`src/rtl/qdec_pkg.sv`:
```
package qdec_pkg;
  typedef struct packed {
    logic stepUp;
    logic stepDn;
    logic clear;
    logic ovfClr;
  } qdec_strobe_t;

  typedef enum logic {
    MODE_QUAD   = 1'b0,
    MODE_CNTDIR = 1'b1
  } qdec_mode_e;
endpackage

```
`src/rtl/qdec_phase_cond.sv`:
```
module qdec_phase_cond #(
  parameter int FILT_W = 4
) (
  input  logic              clk,
  input  logic              rstN,
  input  logic              rawIn,
  input  logic              invert,
  input  logic              filtEn,
  input  logic [FILT_W-1:0] filtVal,
  output logic              filtOut
);
  localparam int SYNC_STAGES = 2;

  logic [SYNC_STAGES-1:0] syncQ;
  logic                   polIn;
  logic [FILT_W-1:0]      stableCnt;

  always_ff @(posedge clk or negedge rstN) begin
    if (!rstN) syncQ <= '0;
    else       syncQ <= {syncQ[SYNC_STAGES-2:0], rawIn};
  end

  assign polIn = syncQ[SYNC_STAGES-1] ^ invert;

  always_ff @(posedge clk or negedge rstN) begin
    if (!rstN) begin
      filtOut   <= 1'b0;
      stableCnt <= '0;
    end else if (!filtEn) begin
      filtOut   <= polIn;
      stableCnt <= '0;
    end else if (polIn == filtOut) begin
      stableCnt <= '0;
    end else if (stableCnt == filtVal) begin
      filtOut   <= polIn;
      stableCnt <= '0;
    end else begin
      stableCnt <= stableCnt + 1'b1;
    end
  end

  // with the filter off the conditioned level follows one clock later
  p_filter_bypass_r6: assert property (@(posedge clk) disable iff (!rstN)
    !filtEn |=> filtOut == $past(polIn));

  // with the filter on and a nonzero window, a level change needs the new level seen on the previous clock too
  p_filter_hold_r6: assert property (@(posedge clk) disable iff (!rstN)
    (filtEn && filtVal != '0 && polIn != filtOut && stableCnt == '0) |=> $stable(filtOut));
endmodule

```
`src/rtl/qdec_ctrl.sv`:
```
module qdec_ctrl
  import qdec_pkg::*;
(
  input  logic         clk,
  input  logic         rstN,
  input  logic         modeCntDir,
  input  logic         phA,
  input  logic         phB,
  input  logic         clearCnt,
  input  logic         ovfClr,
  output qdec_strobe_t strobe
);
  logic       prevA;
  logic       prevB;
  logic       chgA;
  logic       chgB;
  logic       quadStep;
  logic       quadUp;
  logic       riseA;
  qdec_mode_e mode;

  assign mode = qdec_mode_e'(modeCntDir);

  always_ff @(posedge clk or negedge rstN) begin
    if (!rstN) begin
      prevA <= 1'b0;
      prevB <= 1'b0;
    end else begin
      prevA <= phA;
      prevB <= phB;
    end
  end

  assign chgA     = phA ^ prevA;
  assign chgB     = phB ^ prevB;
  assign quadStep = chgA ^ chgB;
  assign quadUp   = phA ^ prevB;
  assign riseA    = phA & ~prevA;

  always_comb begin
    strobe        = '0;
    strobe.clear  = clearCnt;
    strobe.ovfClr = ovfClr;
    if (mode == MODE_QUAD) begin
      strobe.stepUp = quadStep & quadUp;
      strobe.stepDn = quadStep & ~quadUp;
    end else begin
      strobe.stepUp = riseA & phB;
      strobe.stepDn = riseA & ~phB;
    end
  end

  p_one_step_r2: assert property (@(posedge clk) disable iff (!rstN)
    !(strobe.stepUp && strobe.stepDn));

  // a double change in quadrature mode produces no step
  p_illegal_ignored_r3: assert property (@(posedge clk) disable iff (!rstN)
    (mode == MODE_QUAD && chgA && chgB) |-> !(strobe.stepUp || strobe.stepDn));

  // in pulse/direction mode a step needs a rising A
  p_cntdir_edge_r4: assert property (@(posedge clk) disable iff (!rstN)
    (mode == MODE_CNTDIR && (strobe.stepUp || strobe.stepDn)) |-> (phA && !prevA));
endmodule

```
`src/rtl/qdec_datapath.sv`:
```
module qdec_datapath
  import qdec_pkg::*;
#(
  parameter int CNT_W = 16
) (
  input  logic             clk,
  input  logic             rstN,
  input  qdec_strobe_t     strobe,
  input  logic [CNT_W-1:0] lowLimit,
  input  logic [CNT_W-1:0] highLimit,
  output logic [CNT_W-1:0] count,
  output logic             dirUp,
  output logic             ovfFlag,
  output logic             ovfAtTop
);
  logic atTop;
  logic atBottom;

  assign atTop    = count >= highLimit;
  assign atBottom = count <= lowLimit;

  always_ff @(posedge clk or negedge rstN) begin
    if (!rstN) begin
      count    <= '0;
      dirUp    <= 1'b0;
      ovfFlag  <= 1'b0;
      ovfAtTop <= 1'b0;
    end else begin
      if (strobe.ovfClr) ovfFlag <= 1'b0;
      if (strobe.clear) begin
        count <= lowLimit;
      end else if (strobe.stepUp) begin
        dirUp <= 1'b1;
        if (atTop) begin
          count    <= lowLimit;
          ovfFlag  <= 1'b1;
          ovfAtTop <= 1'b1;
        end else begin
          count <= count + 1'b1;
        end
      end else if (strobe.stepDn) begin
        dirUp <= 1'b0;
        if (atBottom) begin
          count    <= highLimit;
          ovfFlag  <= 1'b1;
          ovfAtTop <= 1'b0;
        end else begin
          count <= count - 1'b1;
        end
      end
    end
  end

  p_wrap_top_r7: assert property (@(posedge clk) disable iff (!rstN)
    (!strobe.clear && strobe.stepUp && count >= highLimit) |=>
      (count == $past(lowLimit) && ovfFlag && ovfAtTop));

  p_wrap_bottom_r8: assert property (@(posedge clk) disable iff (!rstN)
    (!strobe.clear && strobe.stepDn && count <= lowLimit) |=>
      (count == $past(highLimit) && ovfFlag && !ovfAtTop));

  p_dir_up_r9: assert property (@(posedge clk) disable iff (!rstN)
    (!strobe.clear && strobe.stepUp) |=> dirUp);

  p_clear_r10: assert property (@(posedge clk) disable iff (!rstN)
    strobe.clear |=> count == $past(lowLimit));

  p_ovf_sticky_r11: assert property (@(posedge clk) disable iff (!rstN)
    (ovfFlag && !strobe.ovfClr) |=> ovfFlag);
endmodule

```
`src/rtl/qdec_position_counter.sv`:
```
module qdec_position_counter
  import qdec_pkg::*;
#(
  parameter int CNT_W  = 16,
  parameter int FILT_W = 4
) (
  input  logic              clk,
  input  logic              rstN,
  input  logic              modeCntDir,
  input  logic              phaseA,
  input  logic              phaseB,
  input  logic              invA,
  input  logic              invB,
  input  logic              filtEnA,
  input  logic              filtEnB,
  input  logic [FILT_W-1:0] filtValA,
  input  logic [FILT_W-1:0] filtValB,
  input  logic [CNT_W-1:0]  lowLimit,
  input  logic [CNT_W-1:0]  highLimit,
  input  logic              clearCnt,
  input  logic              ovfClr,
  output logic [CNT_W-1:0]  count,
  output logic              dirUp,
  output logic              ovfFlag,
  output logic              ovfAtTop
);
  localparam int N_PHASE = 2;

  logic [N_PHASE-1:0] rawPh;
  logic [N_PHASE-1:0] invPh;
  logic [N_PHASE-1:0] enPh;
  logic [N_PHASE-1:0] condPh;
  qdec_strobe_t       strobe;

  assign rawPh = {phaseB, phaseA};
  assign invPh = {invB, invA};
  assign enPh  = {filtEnB, filtEnA};

  for (genvar g = 0; g < N_PHASE; g++) begin : g_phase
    qdec_phase_cond #(.FILT_W(FILT_W)) cond_i (
      .clk     (clk),
      .rstN    (rstN),
      .rawIn   (rawPh[g]),
      .invert  (invPh[g]),
      .filtEn  (enPh[g]),
      .filtVal ((g == 0) ? filtValA : filtValB),
      .filtOut (condPh[g])
    );
  end

  qdec_ctrl ctrl_i (
    .clk        (clk),
    .rstN       (rstN),
    .modeCntDir (modeCntDir),
    .phA        (condPh[0]),
    .phB        (condPh[1]),
    .clearCnt   (clearCnt),
    .ovfClr     (ovfClr),
    .strobe     (strobe)
  );

  qdec_datapath #(.CNT_W(CNT_W)) dp_i (
    .clk       (clk),
    .rstN      (rstN),
    .strobe    (strobe),
    .lowLimit  (lowLimit),
    .highLimit (highLimit),
    .count     (count),
    .dirUp     (dirUp),
    .ovfFlag   (ovfFlag),
    .ovfAtTop  (ovfAtTop)
  );
endmodule

```
`config.mk`:
```
export PLATFORM = sky130hd
export DESIGN_NAME = qdec_position_counter
export DESIGN_NICKNAME = d
export VERILOG_FILES = /design/src/rtl/qdec_pkg.sv /design/src/rtl/qdec_phase_cond.sv /design/src/rtl/qdec_ctrl.sv /design/src/rtl/qdec_datapath.sv /design/src/rtl/qdec_position_counter.sv
export SDC_FILE = /design/constraint.sdc
export NUM_CORES = 1
export LEC_CHECK = 0
export BUFFER_PORTS_ARGS = -buffer_cell sky130_fd_sc_hd__buf_2
export CAP_MARGIN = 10
export CORE_ASPECT_RATIO = 0.9
export CORE_UTILIZATION = 38
export CTS_CLUSTER_DIAMETER = 200
export DETAILED_ROUTE_END_ITERATION = 10
export SLEW_MARGIN = 15
export SYNTH_ARGS = -nofsm -noshare
export SYNTH_HDL_FRONTEND = slang
export SYNTH_SLANG_ARGS = --single-unit
```
`constraint.sdc`:
```
create_clock -name clk -period 5 [get_ports clk]
set_input_delay 1 -clock clk [delete_from_list [all_inputs] [get_ports clk]]
set_output_delay 1 -clock clk [all_outputs]
set_load 0.01 [all_outputs]
```
* Word level (Yosys, flattened, before mapping)
Index checks and enable logic that the tools add are counted.
Operators by class: add/subtract/negate cells 4, $mul 0, divide/modulo/power cells 0, magnitude comparators 2, eq/ne operators 9, shift-type cells 0, mux-type cells 30, bitwise gates (word level) 15, reduce and logical (&&, ||, !) cells 7
Operators by type and width (number):
- $mux W16 | 5
- $mux W4 | 6
- $mux W1 | 18
- $add A16 B1 Y16 const B | 1
- $ge A16 B16 Y1 | 1
- $le A16 B16 Y1 | 1
- $sub A16 B1 Y16 const B | 1
- $add A4 B1 Y4 const B | 2
- $eq A4 B4 Y1 | 2
- $ne A2 B1 Y1 const B | 3
- $reduce_and A2 Y1 | 3
- $xor A1 B1 Y1 | 6
- $and A1 B1 Y1 | 5
- $ne A2 B2 Y1 const B | 2
- $not A1 Y1 | 4
- $reduce_and A4 Y1 | 1
- $reduce_bool A2 Y1 | 2
- $reduce_bool A3 Y1 | 1
- $eq A1 B1 Y1 | 2
- $mux W2 | 1
Word-level totals: bits in registers 35, bits in latches 0, memory bits (writable) 0, bits in read-only memories 0, input bits 51, output and inout bits 19, word-level logic and storage cells 79, memories 0

* Depth between registers and ports, before layout
Gate-level depths: netlist (run 1).
word-level depth 7, gate-level depth with buffers 11, mapped depth without buffers 9

* Modules after synthesis
A second synthesis (run 1) with hierarchy kept.
Second synthesis, totals: cell total of the unflattened synthesis 392, area total of the unflattened synthesis 3430.8 µm²
By module, submodules not included:
- qdec_datapath | times used 1, cells an instance 329, area each 2615.0 µm², seq. area each 475.5 µm²
- qdec_phase_cond | times used 2, cells an instance 23, area each 327.8 µm², seq. area each 175.2 µm²
- qdec_ctrl | times used 1, cells an instance 17, area each 160.2 µm², seq. area each 50.0 µm²

* Worst setup path after synthesis (run 1)
Ideal clock, no wire load.
path type input -> register, start point input port highLimit[9], end point register dp_i.count[1], library setup time 138 ps, data arrival time 2947 ps, required time 4862 ps, path slack 1914 ps, cell stages on the path 10, buffers on the path 1, cell sequence inv_1 -> ha_1 -> and4_2 -> o211ai_1 -> or4_1 -> nand3_1 -> buf_6 -> mux2_2 -> a222oi_1 -> o21ai_0
Between the ends: longest elaborated chain between the ends 4
RTL lines:
- start: declaration | RTL line qdec_position_counter.sv:19 | input logic [CNT_W-1:0] highLimit,
- $ge A16 B16 Y1 | RTL line qdec_datapath.sv:19 | assign atTop = count >= highLimit;
- $mux W16 | RTL line qdec_datapath.sv:34 | if (atTop) begin
- $mux W16 | RTL line qdec_datapath.sv:32 | end else if (strobe.stepUp) begin
- $mux W16 | RTL line qdec_datapath.sv:30 | if (strobe.clear) begin
- end signal: assignment | RTL line qdec_datapath.sv:31 | count <= lowLimit;
- end signal: assignment | RTL line qdec_datapath.sv:35 | count <= lowLimit;
- end signal: assignment | RTL line qdec_datapath.sv:39 | count <= count + 1'b1;
- end: declaration | RTL line qdec_datapath.sv:11 | output logic [CNT_W-1:0] count,
No other way between the ends. A chain may end at the register's enable or synchronous reset.

* Final worst setup path (run 1)
start point input port highLimit[0], end point register dp_i.count[8]
Same word-level chain as after synthesis.

==> results of run 1 <==
[worst max-delay path: stages]
cell	delay (ns)
sky130_fd_sc_hd__buf_2	0.12
sky130_fd_sc_hd__ha_1	0.28
sky130_fd_sc_hd__nand2b_1	0.14
sky130_fd_sc_hd__a2111oi_0	0.40
sky130_fd_sc_hd__or4_1	0.18
sky130_fd_sc_hd__nand3_1	0.61
sky130_fd_sc_hd__mux2_2	0.53
sky130_fd_sc_hd__a222oi_1	0.31
sky130_fd_sc_hd__o21ai_0	0.13
[kinds of logic (layout without fill, tap and decap cells)]
kind of cell,Yosys count,after routing
buf+inv,56,117
simple gates,91,91
fa+ha+maj,37,37
xor+xnor,43,43
mux,34,34
compound gates,72,72
flops,35,35
[cells in the final DEF (no fill, tap or decap), types with 3 or more instances in the layout]
master / synthesis / final
sky130_fd_sc_hd__inv_1: 37 / 37
sky130_fd_sc_hd__nor3_1: 8 / 8
sky130_fd_sc_hd__nand3_1: 13 / 13
sky130_fd_sc_hd__buf_2: 4 / 69
sky130_fd_sc_hd__a22o_1: 5 / 5
sky130_fd_sc_hd__dfrtp_1: 35 / 35
sky130_fd_sc_hd__nand2b_1: 5 / 5
sky130_fd_sc_hd__xor2_1: 30 / 30
sky130_fd_sc_hd__a222oi_1: 11 / 11
sky130_fd_sc_hd__nor2_1: 20 / 20
sky130_fd_sc_hd__clkbuf_8: 0 / 6
sky130_fd_sc_hd__mux2i_1: 28 / 28
sky130_fd_sc_hd__xnor2_1: 13 / 13
sky130_fd_sc_hd__o21ai_0: 19 / 19
sky130_fd_sc_hd__a21oi_1: 19 / 19
sky130_fd_sc_hd__nor4_1: 3 / 3
sky130_fd_sc_hd__nand4_1: 7 / 7
sky130_fd_sc_hd__mux2_2: 6 / 6
sky130_fd_sc_hd__o21ai_1: 5 / 5
sky130_fd_sc_hd__ha_1: 37 / 37
sky130_fd_sc_hd__nor2b_1: 5 / 5
sky130_fd_sc_hd__nand2_1: 16 / 16
sky130_fd_sc_hd__buf_4: 0 / 3
[path summary, 6_finish.rpt]
check | start | end | slack (ns) | cells after the start
max in group asynchronous | rstN | g_phase[0].cond_i.syncQ[0] | 3.68 | 1
max reg2reg | dp_i.count[0] | dp_i.count[8] | 1.60 | 9
min in group asynchronous | rstN | g_phase[1].cond_i.stableCnt[0] | 0.80 | 1
min reg2reg | g_phase[0].cond_i.syncQ[0] | g_phase[0].cond_i.syncQ[1] | 0.34 | 0
min | g_phase[0].cond_i.syncQ[0] | g_phase[0].cond_i.syncQ[1] | 0.34 | 0
max | highLimit[0] | dp_i.count[8] | 1.44 | 9
[power by group through the flow]
stage                     Sequential (W)  Combinational, W  Clock, W
after global placement          0.000525          0.000842         0
after global routing            0.000545          0.000965  0.000302
after CTS                       0.000521          0.000869  0.000288
after floorplan                 0.000471          0.000687         0
final                           0.000522          0.000867  0.000283
after detailed placement        0.000527          0.000863         0
[state kept, by name, indices dropped and copies added, names as in the netlist]
| signal | flops |
|---|---|
| ctrl_i.prevA | 1 |
| ctrl_i.prevB | 1 |
| dp_i.count | 16 |
| dp_i.dirUp | 1 |
| dp_i.ovfAtTop | 1 |
| dp_i.ovfFlag | 1 |
| g_phase.cond_i.filtOut | 2 |
| g_phase.cond_i.stableCnt | 8 |
| g_phase.cond_i.syncQ | 4 |
[area by class of cell]
| type | count | area [µm²] |
|---|---|---|
| Clock buffer | 6 | 82.6 |
| Clock inverter | 2 | 38.8 |
| Fill cell | 815 | 4420 |
| Inverter | 37 | 139 |
| Multi-Input combinational cell | 277 | 2150 |
| Sequential cell | 35 | 876 |
| Tap cell | 115 | 144 |
| Timing Repair Buffer | 72 | 368 |
[metal layers]
metal / part of all wire (%) / global-route usage [%]
met3: 4.3 / 3.73
met1: 50 / 27.9
met2: 44 / 29.9
met4: 1.1 / 5.80
met5: 0 / 0
[stage by stage]
step,instances,setup WS [ns]
2_1_floorplan,368,1.91
3_3_place_gp,536,1.27
3_5_place_dp,536,1.16
4_1_cts,544,1.44
5_1_grt,544,1.26
6_report,544,1.44
==> impl.org, run 1 <==
** Synthesis
- Counting flops and latches in the post-synthesis netlist gives 35.
- After synthesis, the largest family of logic cells by area is simple AND/OR/NAND/NOR gates.
- Post-synth design cell area :: about 0.0033 mm²
- The synthesized netlist devotes 14.8% of its cell area to simple gates.
- In the synthesized netlist the dominant register cell turns out to be sky130_fd_sc_hd__dfrtp_1.
- Ranked by total cell area, the synthesized netlist is headed by sky130_fd_sc_hd__dfrtp_1 (27%), sky130_fd_sc_hd__ha_1 (14%), sky130_fd_sc_hd__mux2i_1 (8.5%), sky130_fd_sc_hd__xor2_1 (8.0%), sky130_fd_sc_hd__inv_1 (4.2%).
- After synthesis, the largest area contributor takes up approximately a quarter of total cell area.
- Share of synthesized area spent on multiplexers :: approximately a tenth
- The Yosys step of the flow raised 0 warnings.
- The synthesized netlist devotes around 14% of its cell area to adder and majority cells.
- Sequential share of the synthesized area :: 26.7%
- In this run, synthesis inferred 0 flip-flops with an integrated enable.
- Summing the areas of all compound-gate instances in the mapped netlist gives 14.6% of the synthesized area.
- Top cells by count, synth :: sky130_fd_sc_hd__ha_1 (37), sky130_fd_sc_hd__inv_1 (37), sky130_fd_sc_hd__dfrtp_1 (35), sky130_fd_sc_hd__xor2_1 (30), sky130_fd_sc_hd__mux2i_1 (28)
- Of the total synthesized cell area, the portion taken by XOR and XNOR cells is between 10% and 20%.
- When the netlist entered floorplanning its net count stood at about 460.
- Most area-hungry cell type in the Yosys netlist :: sky130_fd_sc_hd__dfrtp_1
- Number of distinct library cells after synthesis :: 47
- Post-synth ARST share :: 100%
- Counting every instance in the synthesized netlist gives 368.
- Avg Synthesized Cell Area :: between 8 and 9 µm²

** Timing
- Setup violations remaining at the end of the flow were counted as 0.
- Across all hold checks on the routed design, the worst slack comes to ~0.34 ns.
- The worst path needs approximately 3.6 ns of the cycle, external delays included.
- For the pin with the worst max-slew slack, the measured transition is 0.879 ns.
- Number of hold violations in the final report :: 0
- Clock Skews :: roughly 0.0063 ns
- For this run, the top clock speed supported by timing is 0.281 GHz.
- The worst pin sits at a relative slew slack of around two fifths.
- Summed over all failing endpoints, the final setup total negative slack is 0 ns.
- Setup repair after global routing missed its margin :: no
- The final critical path takes up a little under three quarters of the cycle.
- The number of max-slew violations in the final report came to 0.

** Clock network
- The tree built by TritonCTS fans out to 35 sinks.
- Buffers inserted to repair hold after CTS numbered 0.
- Maximum buffer depth of the clock tree :: 2
- Clk_lat worst skew :: between 0.2 and 0.3 ns
- Setup Fix Bufs, Post-CTS :: 0
- Counting the buffers created by CTS gives 5.
- H-tree levels :: 2
- TritonCTS built the clock tree.
- Clock-pin slew was measured on the worst setup and hold paths at about 0.080 ns.
- The number of gates resized after CTS was 0.
- Clk Tree Root Cell :: sky130_fd_sc_hd__clkbuf_8

** Status
- The run finished with clean final reports.

** Pwr
- IR analysis of the VDD net gives a maximum drop of between 0.15 and 0.2 mV.
- In this run the power spent charging and discharging nets is 0.000750 W.
- Leakage component of the power :: ~1.9 nW
- The clock network accounts for about 17% of the total power.
- Sum of internal, switching and leakage power :: approximately 0.0017 W
- Switching Fraction :: roughly 45%
- Sequential group share of total power :: between 30% and 40%
- In this run the power density over the cells is approximately 440 mW/mm².
- Combinational fraction of design power :: 51.8%
- The internal portion of the total power is around 0.00092 W.

** Detailed routing
- The first detailed-routing pass ran for 4 iterations.
- After detailed routing, the average wire length per cell comes to 15.5 µm.
- The final route contains 2858 vias.
- DRC marker count from the first detailed-route iteration :: roughly 140
- For this run, design rule violations remaining after detail routing come to 0.
- Once detail routing completed, the nets flagged for antenna violations numbered 0.
- Dividing the detail-routed via count by the number of cells gives roughly 5.3.
- The final layout contains routed wiring with a total length of between 8000 and 9000 µm.

** Placed design
- Hpwl dp :: approximately 6300 µm
- Dpl cell area :: 0.00368 mm²
- Routability cong. :: just under 0.9
- Buffers placed on the I/O ports in this run total just under 70.

** Die
- Die Outline Area :: approximately 0.009 mm²
- Width of the die :: 100 µm
- FP Rows :: 31
- Number of top-level design ports :: 70
- For this configuration, the core starts out at a cell density of about 40%.
- The die is around 90 µm tall.
- The total area inside the core boundary comes to slightly above 0.008 mm².

** Worst setup path
- Along the worst path, the maximum fanout reaches 15.
- Data on the critical path is required at its endpoint by between 5 and 6 ns.
- STA classifies the critical path endpoint as a register.
- Worst Setup Start Kind :: input pin
- Classification of the worst setup path :: input pin to register
- Data arrival time of the critical path :: between 3 and 4 ns

** Global route
- The first global-routing pass estimated between 10000 and 15000 µm of wire.
- Summed over all layers, the global routing overflow is 0.
- Initial antenna violation count :: 0
- Pin count of the biggest net entering global routing :: 36
- Number of global-route vias before repair :: roughly 2.9k
- Global routing used around a fifth of the available tracks across all layers.

** Layout
- The net count of the finished layout is just over 500.
- Antenna diode instance count :: 0
- Of the cells placed in the final design, the portion with a size suffix greater than 1 is a little over a fifth.
- After routing the design area is about 0.0038 mm².
- The area growth from synthesis to layout is 15.8%.
- Cells fill a little under half of the core in the end.

** Min path
- The worst hold path belongs to the class register to register.

** Job
- Number of max-cap violations :: 0
(Power assumes the default switching activity.)
==> run 2: changes to the inputs <==
- clock period: 5 -> 3.2 ns (I/O delays scaled with it)
==> impl.org, run 2 (synthesized netlist as in run 1, its figures left out) <==
** Status
- Outcome :: finished clean

** Clock network
- The number of gates resized after CTS was 0.
- For this design, the sink count on the clock tree is 35.
- Setup Fix Bufs, Post-CTS :: 0
- TritonCTS built the clock tree.
- In this run the deepest clock path goes through 2 buffers.
- Clk_lat worst skew :: ~0.29 ns
- Clk Tree Root Cell :: sky130_fd_sc_hd__clkbuf_8
- Cts bufs inserted :: 5
- Clock-pin slew was measured on the worst setup and hold paths at roughly 0.080 ns.
- H-tree levels :: 2
- Hold buffer count at cts :: 0

** Worst setup path
- On the worst path, the slowest cell contributes a delay of between 0.5 and 0.6 ns.
- In this run the number of cells on the critical path is 9.
- Worst setup path startpoint :: dp_i.count[12]
- Data on the critical path is required at its endpoint by around 3.3 ns.
- Data arrival time of the critical path :: ~3 ns
- The critical path ends at dp_i.count[8].
- Counting both buffers and inverters, the worst setup path holds a total of 1.
- The worst register-to-register path has a depth of 9.
- Walking the worst path, the cells encountered are ha_1 -> and4_4 -> o211ai_1 -> or4_1 -> nand3_1 -> buf_4 -> mux2_2 -> a222oi_1 -> o21ai_0.
- Grouping stages by cell kind, the critical path spends the most delay in simple AND/OR/NAND/NOR gates.
- The worst setup path is launched from a register.
- Along the worst path, the maximum fanout reaches 11.
- The worst setup path is captured at a register.
- FF-to-FF Start :: dp_i.count[12]
- Slowest stage cell on the critical path :: sky130_fd_sc_hd__dfrtp_1
- Classification of the worst setup path :: register to register
- Worst flop-to-flop path endpoint :: dp_i.count[8]
- Reg2Reg Setup Slack :: around 0.34 ns

** Global route
- Initial antenna violation count :: 0
- Entering global routing, the biggest net connects 36 pins.
- For this run, global-route usage on met1 was measured as approximately 30%.
- In this run the most used layer during global routing was met2.
- Total overflow reported by the global router :: 0
- Global routing consumed, on the met2 layer, 30.6% of the routing resources.
- Overall global routing resource usage :: 20.0%
- The first global-routing pass estimated roughly 14000 µm of wire.
- The via count of the first global-routing pass is between 2k and 3k.
- In the global route stage, met3 resource usage came out at around 2.8%.

** Timing
- The number of max-slew violations in the final report is 0.
- The worst pin sits at a relative slew slack of between 40% and 50%.
- Based on the critical path, the design can be clocked at up to roughly 0.35 GHz.
- Total negative slack :: 0 ns
- At the pin with the least slew margin, the transition time is 0.830 ns.
- Final setup violation count :: 0
- Setup repair after global routing missed its margin :: no
- The worst path in the final design needs a cycle of about 2.9 ns, including I/O delays and setup.
- Period utilisation layout :: 89.3%
- The final-report hold violation count was 0.
- Setup slack on the critical path of the routed design comes to 0.343 ns.
- Clock Skews :: around 0.0056 ns

** Pwr
- In this run the static leakage power is slightly below 2 nW.
- Maximum VDD drop :: 0.350 mV
- Sum of internal, switching and leakage power :: 0.00267 W
- In this run the power density over the cells is between 600 and 700 mW/mm².

** Detailed routing
- Total wire length after detailed routing :: 8640 µm
- Count of vias placed by the detailed router :: 2930
- The detailed router finished its first iteration with 176 violations.
- Initial DRT Pass Iterations :: 5
- Remaining number of nets flagged by the antenna check after routing :: 0
- After detailed routing, the average wire length per cell comes to approximately 15 µm.
- After detailed routing, the number of vias per cell comes to 5.21.
- Residual DRC :: 0

** Placed design
- Port buffering added 69 buffers.
- The HPWL after detailed placement is between 6000 and 7000 µm.
- Prior to clock tree synthesis, the placed netlist has a worst setup slack of a little over 0.09 ns.
- Dpl cell area :: about 0.0038 mm²
- Routability cong. :: about 0.94

** Die
- Row generation in the floorplan step produced 31 rows.
- The initial utilization of the core area, before any placement, comes to between 30 and 40%.
- The die covers 0.00902 mm².
- Number of top-level design ports :: 70
- Area of the core :: 0.00822 mm²
- Measured along the x axis, the die boundary spans roughly 100 µm.
- Chip Height :: between 90 and 100 µm

** Min path
- The tightest min-delay check is of the register to register type.

** Layout
- Counting the fill cells in the layout gives 829.
- Layout Utilization :: a little under half
- The repair_antennas step left the layout with diodes totalling 0.
- Register with the highest flop count :: dp_i.count
- The library cells used most frequently in the layout, excluding fill and tap cells, are sky130_fd_sc_hd__buf_2 (69), sky130_fd_sc_hd__inv_1 (37), sky130_fd_sc_hd__ha_1 (37), sky130_fd_sc_hd__dfrtp_1 (35), sky130_fd_sc_hd__xor2_1 (30).
- The register with the most flip-flops in the layout has 16 of them.
- In the final layout, the share of cells above drive strength 1 is roughly a quarter.
- The area growth from synthesis to layout is 19.0%.
- Summing all non-filler instances in the final layout gives an area of roughly 0.004 mm².
- After the last flow step, the layout net total stands at ~530.
- Most common cell after layout, fill and taps aside :: sky130_fd_sc_hd__buf_2
- Top Registers :: dp_i.count (16), g_phase.cond_i.stableCnt (8), g_phase.cond_i.syncQ (4)

** Job
- Across the run, the number of max-cap violations was 0.
## run 2: cell count changes in the layout (fill, tap and decap cells not counted), sizes merged
cell,change
buf,+18
clkinvlp,+2
clkbuf,-1
bufinv,-1
## run 2: cell type report
cell class	count	area, µm²	area share [%]
sequential	35	876	22.4
multi-input combinational	277	2150	55.1
clock buffer	5	68.8	1.76
timing repair buffer	90	503	12.9
inverter	37	139	3.55
tap	115	144	3.68
clock inverter	3	23.8	0.608
## run 2: worst min path at each step
stage / startpoint / end / slack, ns / cells past startpoint
2_1_floorplan: g_phase[0].cond_i.syncQ[0] / g_phase[0].cond_i.syncQ[1] / 0.33 / 0
6_report: g_phase[0].cond_i.syncQ[0] / g_phase[0].cond_i.syncQ[1] / 0.35 / 0
3_5_place_dp: g_phase[0].cond_i.syncQ[0] / g_phase[0].cond_i.syncQ[1] / 0.34 / 0
5_1_grt: g_phase[0].cond_i.syncQ[0] / g_phase[0].cond_i.syncQ[1] / 0.36 / 0
3_3_place_gp: g_phase[1].cond_i.syncQ[0] / g_phase[1].cond_i.syncQ[1] / 0.33 / 0
4_1_cts: g_phase[0].cond_i.syncQ[0] / g_phase[0].cond_i.syncQ[1] / 0.36 / 0
## run 2: per-layer routing
layer  share of wire, %  wire, µm
met4               0.87        75
met3                5.3       461
met2                 45      3880
met1                 49      4220
met5                  0         0
## run 2: through the flow
stage / cells / hold slack, ns
floorplan: 368 / 0.331
finish: 562 / 0.353
CTS: 562 / 0.356
global route: 562 / 0.360
detailed placement: 554 / 0.336
global placement: 554 / 0.332
## run 2: worst reg2reg max path: stages (launching register included)
cell                       delay [ns]
sky130_fd_sc_hd__dfrtp_1         0.52
sky130_fd_sc_hd__ha_1            0.35
sky130_fd_sc_hd__and4_4          0.25
sky130_fd_sc_hd__o211ai_1        0.09
sky130_fd_sc_hd__or4_1           0.41
sky130_fd_sc_hd__nand3_1         0.12
sky130_fd_sc_hd__buf_4           0.13
sky130_fd_sc_hd__mux2_2          0.33
sky130_fd_sc_hd__a222oi_1        0.36
sky130_fd_sc_hd__o21ai_0         0.15
## run 2: report_power, final
| group | switching, W | internal [W] | total, W |
|---|---|---|---|
| clock network | 0.000193 | 0.000156 | 0.000349 |
| logic | 0.000875 | 0.000745 | 0.00162 |
| registers | 0.000144 | 0.000554 | 0.000698 |
==> run 3: changes to the inputs <==
- clock period: 3.2 -> 2.7 ns (I/O delays scaled with it)
==> impl.org, run 3 (synthesized netlist as in run 1, its figures left out) <==
** Layout
- The library cell used most frequently in the layout, excluding fill and tap cells, is sky130_fd_sc_hd__buf_2.
- At the end of the flow the core is filled with cells to 49.8%.
- Register with the highest flop count :: dp_i.count
- Number of inserted filler cells in the final layout :: between 800 and 900
- Cells with a size suffix above 1 make up a little under 30% of the layout.
- The number of antenna diodes in the final layout is 0.
- The register with the most flip-flops in the layout has 16 of them.
- Synthesis-to-finish area growth :: 24.7%
- After routing the design area is 0.00409 mm².
- Reg area :: ~900 µm²
- In the final layout, the registers with the most flip-flops are dp_i.count (16), g_phase.cond_i.stableCnt (8), g_phase.cond_i.syncQ (4).
- Once layout is complete, the cells apart from fillers number just under 600.
- Summing all multi-input logic gate instances after layout gives roughly 0.0022 mm².
- The net count of the finished layout is about 560.
- Leaving out fill and tap cells, the most frequent cells in the layout are sky130_fd_sc_hd__buf_2 (69), sky130_fd_sc_hd__buf_4 (42), sky130_fd_sc_hd__inv_1 (37), sky130_fd_sc_hd__ha_1 (37), sky130_fd_sc_hd__dfrtp_1 (35).

** Timing
- Number of max-slew violations in the final report :: 0
- Setup violations remaining at the end of the flow were counted as 0.
- Final worst setup slack :: between 0.1 and 0.15 ns
- Min Hold Slack :: about 0.34 ns
- Fin crit period :: around 2.6 ns
- Transition at the pin with the smallest max-transition slack :: 0.833 ns
- Setup repair after global routing could not meet its margin everywhere.
- Period utilisation layout :: slightly below 100%
- Fmax :: 0.385 GHz
- Number of hold violations in the final report :: 0
- Max_slew headroom :: 44.5%
- Clock Skews :: around 0.0072 ns

** Pwr
- Leakage component of the power :: approximately 2.1 nW
- Power per unit of standard cell area :: 810 mW/mm²
- Maximum VDD drop :: approximately 0.3 mV

** Die
- Starting Density :: 39.9%
- Die Outline Area :: around 0.0090 mm²
- Pin placement for this block handled 70 I/O pins.
- From bottom edge to top edge, the die measures approximately 90 µm.
- Measured along the x axis, the die boundary spans ~100 µm.
- The floorplan has 31 rows.
- Area of the core :: 0.00822 mm²

** Worst setup path
- At the worst endpoint, the required time is around 2.9 ns.
- STA classifies the critical path startpoint as a register.
- The slowest stage of the critical path is the sky130_fd_sc_hd__or4_1 cell.
- Data arrives at the worst endpoint at 2.77 ns.
- Along the worst path, the maximum fanout reaches 5.
- Slowest cell delay on critical path :: 0.50 ns
- Reg2Reg Setup Slack :: between 0.1 and 0.15 ns
- Critical path buffer and inverter count :: 3
- Most used cell along the critical path :: sky130_fd_sc_hd__buf_4
- In this run the worst setup path begins at dp_i.count[0].
- Classification of the worst setup path :: register to register
- Worst R2R Path Depth :: 11
- The critical path crosses 11 cells after its start point.
- Cells along the critical path :: inv_1 -> ha_1 -> nand2b_1 -> a2111oi_2 -> buf_4 -> or4_1 -> nand3_1 -> buf_4 -> mux2_2 -> a222oi_1 -> o21ai_1
- FF-to-FF Start :: dp_i.count[0]
- Family with the most delay on the worst path :: simple AND/OR/NAND/NOR gates
- Element type at the critical path end :: register

** Global route
- Global routing used 20.6% of the available tracks across all layers.
- The via count of the first global-routing pass is 2977.
- Initial antenna violation count :: 0
- Pin count of the biggest net entering global routing :: 36
- Wire length of the first global-routing pass :: 14800 µm
- Summed over all layers, the global routing overflow is 0.

** Status
- Outcome :: finished clean

** Clock network
- In this run the number of H-tree levels came out at 2.
- The longest clock path from root to sink contains 2 buffers.
- Cts bufs inserted :: 5
- After clock tree synthesis, the clock-pin slew on the worst setup and hold paths is ~0.090 ns.
- Clock tree synthesis selected as its root buffer the cell sky130_fd_sc_hd__clkbuf_8.
- Clock sink count :: 35
- TritonCTS clock tree :: done
- The clock reaches the later pin of the worst-skew pair after ~0.30 ns.

** Detailed routing
- Via density per instance :: a little over 5
- DRC marker count from the first detailed-route iteration :: between 150 and 200
- For this run, design rule violations remaining after detail routing come to 0.
- Initial DRT Pass Iterations :: 5
- Average wire per cell in the routed design :: about 15 µm
- Wires add up to 8690 µm.
- Count of vias placed by the detailed router :: approximately 3.0k
- Once detail routing completed, the nets flagged for antenna violations numbered 0.

** Min path
- Hold Crit Class :: input pin to asynchronous set/reset pin

** Placed design
- Routability-driven placement finished with a final weighted congestion of 0.852.
- Prior to clock tree synthesis, the placed netlist has a worst setup slack of -0.265 ns.
- Number of buffer cells added on primary ports :: 69
- Once detailed placement completed, the half-perimeter wirelength came to about 6800 µm.
- In this run, placement finished with an instance count of approximately 580.
- Dpl cell area :: approximately 0.004 mm²

** Job
- Across the run, the number of max-cap violations was 0.
run 3: changes by cell type in the layout (fill, tap and decap cells not counted), sizes merged:
cell / previous run / this run
buf: 90 / 112
run 3: repair_timing:
item | in CTS | in global routing
hold buffers | 0 | 0
endpoints found under the setup margin | 3 | 12
pin swaps | 0 | 6
buffers inserted | 0 | 0
resized for setup | 2 | 6
run 3: final cells by class:
type / count / share of cell area (%)
clock buffers: 5 / 1.68
clock inverters: 3 / 0.581
inverters: 37 / 3.39
multi-input cells: 277 / 52.8
flip-flops and latches: 35 / 21.4
well taps: 115 / 3.51
repair buffers: 112 / 16.6
run 3: worst paths after layout:
path / to
worst min-delay path: g_phase[1].cond_i.stableCnt[0]
max in group asynchronous: dp_i.count[12]
worst max-delay path: dp_i.count[1]
min in group clk: g_phase[1].cond_i.syncQ[0]
worst max register to register: dp_i.count[1]
worst min register to register: g_phase[1].cond_i.syncQ[1]
run 3: metrics by stage:
stage | TNS [ns] | total power (W)
2_1_floorplan | 0 | 0.00215
3_3_place_gp | -1.28 | 0.00285
3_5_place_dp | -2.47 | 0.00288
4_1_cts | 0 | 0.00332
5_1_grt | -0.0203 | 0.00361
6_report | 0 | 0.00332
run 3: layer usage:
metal | vias to the layer above | wire length, µm | GRT usage [%]
met4 | 0 | 66 | 4.35
met3 | 4 | 415 | 3.19
met5 | - | 0 | 0
met2 | 60 | 3920 | 32.9
li1 | 1523 | - | -
met1 | 1442 | 4290 | 29.3
run 3: report_power, final:
group / internal, W / total (W) / switching (W)
Clock: 0.000185 / 0.000416 / 0.000231
Sequential: 0.000657 / 0.000745 / 0.0000876
Combinational: 0.00101 / 0.00216 / 0.00115
